$ cat src/rtl/rt_pkg.sv
package rt_pkg;

    typedef enum logic [2:0] {
        ST_IDLE   = 3'd0,
        ST_READY  = 3'd1,
        ST_ARM    = 3'd2,
        ST_WAIT   = 3'd3,
        ST_TIMING = 3'd4
    } rt_state_e;

endpackage

$ cat src/rtl/rt_next_state.sv
module rt_next_state
    import rt_pkg::*;
(
    input  rt_state_e state,
    input  logic      tick,
    input  logic      btn,
    input  logic      expired,
    output rt_state_e nxt,
    output logic      stop_hit
);

    always_comb begin
        nxt      = state;
        stop_hit = 1'b0;
        if (tick) begin
            unique case (state)
                ST_IDLE: begin
                    if (btn) nxt = ST_READY;
                end
                ST_READY: begin
                    if (!btn) nxt = ST_ARM;
                end
                ST_ARM: begin
                    // early press outranks the handshake
                    if (btn)           nxt = ST_READY;
                    else if (!expired) nxt = ST_WAIT;
                end
                ST_WAIT: begin
                    if (btn)          nxt = ST_READY;
                    else if (expired) nxt = ST_TIMING;
                end
                ST_TIMING: begin
                    if (btn) begin
                        nxt      = ST_IDLE;
                        stop_hit = 1'b1;
                    end
                end
                default: nxt = ST_IDLE;
            endcase
        end
    end

endmodule

$ cat src/rtl/rt_out_reg.sv
module rt_out_reg
    import rt_pkg::*;
#(
    parameter int                   SEL_W       = 2,
    parameter logic [SEL_W-1:0]     PAT_SLOW    = 0,
    parameter logic [SEL_W-1:0]     PAT_ATTRACT = 1,
    parameter logic [SEL_W-1:0]     PAT_FAST    = 2
) (
    input  logic             clk,
    input  logic             rst,
    input  rt_state_e        nxt,
    input  logic             stop_hit,
    input  logic             best_rst,
    output logic             tmr_clear,
    output logic             tmr_run,
    output logic             rnd_start,
    output logic [SEL_W-1:0] pat_sel,
    output logic             meas_done,
    output logic             best_clear
);

    always_ff @(posedge clk) begin
        if (rst) begin
            tmr_clear  <= 1'b0;
            tmr_run    <= 1'b0;
            rnd_start  <= 1'b0;
            pat_sel    <= PAT_ATTRACT;
            meas_done  <= 1'b0;
            best_clear <= 1'b0;
        end else begin
            meas_done  <= stop_hit;
            best_clear <= best_rst;
            tmr_clear  <= 1'b0;
            tmr_run    <= 1'b0;
            rnd_start  <= 1'b0;
            unique case (nxt)
                ST_IDLE: begin
                    pat_sel <= PAT_ATTRACT;
                end
                ST_READY: begin
                    tmr_clear <= 1'b1;
                    pat_sel   <= PAT_SLOW;
                end
                ST_ARM: begin
                    rnd_start <= 1'b1;
                    pat_sel   <= PAT_SLOW;
                end
                ST_WAIT: begin
                    pat_sel <= PAT_SLOW;
                end
                ST_TIMING: begin
                    tmr_run <= 1'b1;
                    pat_sel <= PAT_FAST;
                end
                default: pat_sel <= PAT_ATTRACT;
            endcase
        end
    end

endmodule

$ cat src/rtl/reaction_sequencer.sv
module reaction_sequencer
    import rt_pkg::*;
#(
    parameter int               SEL_W       = 2,
    parameter logic [SEL_W-1:0] PAT_SLOW    = 0,
    parameter logic [SEL_W-1:0] PAT_ATTRACT = 1,
    parameter logic [SEL_W-1:0] PAT_FAST    = 2
) (
    input  logic             clk,
    input  logic             rst,
    input  logic             ms_tick,
    input  logic             btn,
    input  logic             rnd_expired,
    input  logic             best_rst,
    output logic             tmr_clear,
    output logic             tmr_run,
    output logic             rnd_start,
    output logic [SEL_W-1:0] pat_sel,
    output logic             meas_done,
    output logic             best_clear
);

    rt_state_e state_q;
    rt_state_e state_nxt;
    logic      stop_hit;

    rt_next_state i_next (
        .state    (state_q),
        .tick     (ms_tick),
        .btn      (btn),
        .expired  (rnd_expired),
        .nxt      (state_nxt),
        .stop_hit (stop_hit)
    );

    always_ff @(posedge clk) begin
        if (rst) state_q <= ST_IDLE;
        else     state_q <= state_nxt;
    end

    rt_out_reg #(
        .SEL_W       (SEL_W),
        .PAT_SLOW    (PAT_SLOW),
        .PAT_ATTRACT (PAT_ATTRACT),
        .PAT_FAST    (PAT_FAST)
    ) i_out (
        .clk        (clk),
        .rst        (rst),
        .nxt        (state_nxt),
        .stop_hit   (stop_hit),
        .best_rst   (best_rst),
        .tmr_clear  (tmr_clear),
        .tmr_run    (tmr_run),
        .rnd_start  (rnd_start),
        .pat_sel    (pat_sel),
        .meas_done  (meas_done),
        .best_clear (best_clear)
    );

endmodule

$ cat config.mk
export PLATFORM = sky130hd
export DESIGN_NAME = reaction_sequencer
export DESIGN_NICKNAME = d
export VERILOG_FILES = /design/src/rtl/rt_pkg.sv /design/src/rtl/rt_next_state.sv /design/src/rtl/rt_out_reg.sv /design/src/rtl/reaction_sequencer.sv
export SDC_FILE = /design/constraint.sdc
export NUM_CORES = 1
export LEC_CHECK = 0
export CORE_AREA = 2 2 39 41
export CTS_BUF_LIST = sky130_fd_sc_hd__clkbuf_4 sky130_fd_sc_hd__clkbuf_8 sky130_fd_sc_hd__clkbuf_16
export DETAILED_ROUTE_END_ITERATION = 8
export DIE_AREA = 0 0 41 43
export PLACE_DENSITY_LB_ADDON = 0.08
export SLEW_MARGIN = 10
export SYNTH_ARGS = -nofsm -noshare
export SYNTH_HDL_FRONTEND = slang
export SYNTH_SLANG_ARGS = --single-unit
$ cat constraint.sdc
create_clock -name clk -period 1.4 [get_ports clk]
set_clock_uncertainty 0.15 [all_clocks]
set_input_delay 0.42 -clock clk [delete_from_list [all_inputs] [get_ports clk]]
set_output_delay 0.42 -clock clk [all_outputs]
set_load 0.01 [all_outputs]
### After elaboration in Yosys (flattened, before gate mapping)

Cells that the tools add are included.
Widths: inputs -> output; s select.

| word-level totals | value |
|---|---|
| input bits | 6 |
| logic and storage cells | 34 |
| flip-flop bits (word level) | 10 |

| operators by class | value |
|---|---|
| muxes and demuxes | 14 |
| bitwise operators | 2 |
| reductions and logical operators | 3 |
| equality and inequality tests | 8 |

Operator list:

| kind | count |
|---|---|
| $mux 3 | 8 |
| $pmux 3 s5 | 1 |
| $eq 3x2->1 const B | 4 |
| $eq 3x1->1 const B | 2 |
| $eq 3x3->1 const B | 2 |
| $reduce_or 3->1 | 2 |
| $mux 1 | 4 |
| $pmux 2 s2 | 1 |
| $logic_not 3->1 | 1 |
| $not 1->1 | 2 |

### Depth between registers and ports, before layout

| depth | value |
|---|---|
| depth in word-level cells | 7 |
| gate-level depth with buffers | 5 |

### Cells and area by module

Synthesis repeated with hierarchy kept, for this count alone.

| unflattened totals | value |
|---|---|
| cell total of the unflattened synthesis | 37 |
| area total of the unflattened synthesis | 370.4 sq um |

Modules (own cells, without submodules):

| module | area an instance (sq um) | times used | cells each |
|---|---|---|---|
| rt_out_reg | 200.2 | 1 | 15 |
| rt_next_state | 91.3 | 1 | 16 |
| reaction_sequencer | 78.8 | 1 | 6 |

### Worst setup path after synthesis

OpenSTA, ideal clock, no wires.

| timing path | value |
|---|---|
| path kind | in2reg |
| start point | in ms_tick |
| end point | reg i_out.rnd_start |
| slack | 0.010 ns |
| arrival time | 1.178 ns |
| stages on the path | 5 |
| data required time | 1.189 ns |
| library setup time | 0.061 ns |
| cell sequence | buf_4 -> o21a_1 -> a211o_1 -> nor2_2 -> and4bb_1 |

| on the way | value |
|---|---|
| word-level cells in the longest chain between the ends | 3 |

RTL lines:

| element | RTL line | RTL |
|---|---|---|
| start: declaration | reaction_sequencer.sv:11 | `input logic ms_tick,` |
| $mux 3 | rt_next_state.sv:15 | `if (tick) begin` |
| $eq 3x2->1 | rt_out_reg.sv:36 | `unique case (nxt)` |
| $mux 1 | rt_out_reg.sv:36 |  |
| end signal: assignment | rt_out_reg.sv:26 | `rnd_start <= 1'b0;` |
| end signal: assignment | rt_out_reg.sv:35 | `rnd_start <= 1'b0;` |
| end signal: assignment | rt_out_reg.sv:45 | `rnd_start <= 1'b1;` |
| end: declaration | rt_out_reg.sv:16 | `output logic rnd_start,` |

Every way passes these cells.
A chain may end at the register's enable or synchronous reset.

### Worst setup path in the final report

| timing path | value |
|---|---|
| start point | reg i_out.pat_sel[0] |
| end point | out pat_sel[0] |

RTL lines:

| element | RTL line | RTL |
|---|---|---|
| start: declaration | rt_out_reg.sv:17 | `output logic [SEL_W-1:0] pat_sel,` |
| start signal: assignment | rt_out_reg.sv:27 | `pat_sel <= PAT_ATTRACT;` |
| start signal: assignment | rt_out_reg.sv:38 | `pat_sel <= PAT_ATTRACT;` |
| start signal: assignment | rt_out_reg.sv:42 | `pat_sel <= PAT_SLOW;` |
| end: declaration | reaction_sequencer.sv:18 | `output logic [SEL_W-1:0] pat_sel,` |

No word-level cell between the ends.

==> results.json <==
{
  "port_buffers": 12,
  "period_needed_ns": 1.373,
  "clk_latency_ns": 0.25,
  "utilization_pct": 42.31,
  "tritoncts": "done",
  "drive_gt1_share_pct": 35.71,
  "antenna_left": 0,
  "cts_buffer_depth": 2,
  "cp_max_fo": 1,
  "num_vias": 345,
  "critPathTopFamily": "flip-flops",
  "dr.pass1.iters": 2,
  "syn_area_per_cell_um2": 10.01,
  "critical_path_class": "register to output pin",
  "slowest_delay_ns": 0.31,
  "cts.sinks": 10,
  "final_common_cell": "dfxtp_1",
  "avgRoutedWirePerCell_um": 12.29,
  "grt_max_degree": 9,
  "grt_pass1_wl_um": 1497,
  "path_buf_inv": 1,
  "drv_slew": 0,
  "finalHoldViolCount": 0,
  "vias_per_cell": 4.792,
  "syn_to_final_growth_pct": 53.95,
  "holdPathStages": 4,
  "layout_common_cells": "8 x dfxtp_1, 7 x clkdlybuf4s15_1, 4 x buf_4",
  "grt_pass1_vias": 360,
  "min_period_over_period_pct": 98.05,
  "track_usage_pct": 13.21,
  "fp.dieArea_mm2": 0.001763,
  "syn_nets": 44,
  "peakVddDrop_uv": 448.4,
  "fin_nets": 64,
  "cp.depth": 1,
  "antenna_found_initial": 0,
  "syn_area_um2": 380.4,
  "p_leak_uw": 0.0002518,
  "hold_path.class": "input port to register",
  "setup_viol": 0,
  "gr-total-overflow": 0,
  "ys_ff_latch": 10,
  "p_per_area_mw_per_mm2": 938.4,
  "die_x_um": 41,
  "postSynthCellCount": 38,
  "status": "finished clean",
  "postCtsSetupRepairBufs": 0,
  "num_antenna_cells": 0,
  "end_kind": "output pin",
  "ios": 13,
  "start_util_pct": 27.49,
  "maxCapViolations": 0,
  "slew_headroom_pct": 75.68,
  "crit_arrival_ns": 0.80,
  "yosysSeqAreaShare_pct": 52.63,
  "cts-root-buf": "clkbuf_4",
  "r2r_cells": 4,
  "num_rows": 14,
  "fmax_ghz": 0.7285,
  "coreArea_mm2": 0.001384,
  "rsz0062_at_grt": "no",
  "ys_types": 22,
  "crit_required_ns": 0.83,
  "cts.hold.buffers_added": 0,
  "initialDrtViolationCount": 1,
  "tns_ns": 0,
  "worst_pin_slew_ns": 0.3627,
  "cts-htree-levels": 1,
  "critPathSlowestCell": "dfxtp_1",
  "drc_errors": 0,
  "yosys_warnings": 0,
  "cts_made_buffers": 3,
  "worstSetupStartpointType": "register",
  "clk_pin_slew_ns": 0.06,
  "crit_chain": "clkdlybuf4s15_1",
  "wl_um": 885,
  "dp_hpwl_um": 658.1,
  "fp.dieH_um": 43,
  "gp_congestion": 0.8338
}
## report_power, final
part / total [uW] / switching, uW / internal [uW]
Combinational: 65.6 / 29.3 / 36.3
Sequential: 299 / 5.46 / 294
Clock: 185 / 85.9 / 98.7
Total: 549 / 121 / 429
## cell type report
class | instances | area (um^2)
Fill cell | 138 | 798.3
Sequential cell | 10 | 202.7
Multi-Input combinational cell | 26 | 195.2
Timing Repair Buffer | 16 | 141.4
Clock buffer | 3 | 22.52
Tap cell | 16 | 20.02
Inverter | 1 | 3.754
## layer usage
| layer | wire length [um] | track usage, % | vias up |
|---|---|---|---|
| li1 | - | - | 171 |
| met1 | 340 | 13.68 | 156 |
| met2 | 468 | 19.69 | 14 |
| met3 | 42 | 5.236 | 4 |
| met4 | 34 | 10.67 | 0 |
| met5 | 0 | 0 | - |
## registers in the layout (all words and copies together) (netlist names)
signal and flops:
i_out.best_clear 1, i_out.meas_done 1, i_out.pat_sel 2, i_out.rnd_start 1
i_out.tmr_clear 1, i_out.tmr_run 1, state_q 3
## logic make-up (layout without fill, tap and decap cells)
family / after synthesis / count (layout) / share of synthesized area [%]
buf+inv: 2 / 20 / 2.960
flops: 10 / 10 / 52.63
simple gates: 15 / 15 / 22.70
compound gates: 11 / 11 / 21.71
## Yosys cell counts, drive strengths merged
master / n / area [um^2]
a211o: 1 / 8.760
a21boi: 1 / 7.510
a21o: 2 / 16.27
a21oi: 3 / 15.01
and2b: 1 / 7.510
and3: 2 / 13.77
and4bb: 1 / 12.51
buf: 1 / 7.510
dfxtp: 10 / 200.2
inv: 1 / 3.750
nand2: 2 / 7.510
nand3: 2 / 10.01
nor2: 4 / 17.52
nor2b: 2 / 12.51
nor3: 1 / 5.000
o211a: 1 / 10.01
o21a: 1 / 7.510
o21ba: 1 / 10.01
o31ai: 1 / 7.510
## path summary, 6_finish.rpt
kind | start | end | slack [ns]
worst min register to register | state_q[1]$_SDFF_PP0_ | i_out.meas_done$_SDFF_PP0_ | 0.46
worst max-delay path | i_out.pat_sel[0]$_SDFF_PP1_ | pat_sel[0] | 0.03
worst min-delay path | ms_tick | i_out.tmr_run$_SDFF_PP0_ | 0.45
worst max register to register | state_q[1]$_SDFF_PP0_ | i_out.tmr_clear$_SDFF_PP0_ | 0.04
## metrics by stage
| step | area [um^2] | total power, uW | cells | setup slack [ns] | hold WS [ns] |
|---|---|---|---|---|---|
| final | 585.6 | 549.5 | 72 | 0.02730 | 0.4463 |
| after global routing | 585.6 | 574.4 | 72 | 0.001738 | 0.4620 |
| after CTS | 583.1 | 554.5 | 72 | 0.002070 | 0.4858 |
| after detailed placement | 543.0 | 371.7 | 69 | -0.5422 | 0.4661 |
| after global placement | 543.0 | 368.5 | 69 | -0.4659 | 0.4514 |
| after floorplan | 380.4 | 333.5 | 38 | 0.01048 | 0.3335 |
## timing repair
item                       4_1_cts  5_1_grt
resized for setup               21       11
setup endpoints to repair       16        7
pin swaps                        2        2
Power figures use the tool's default switching activity.
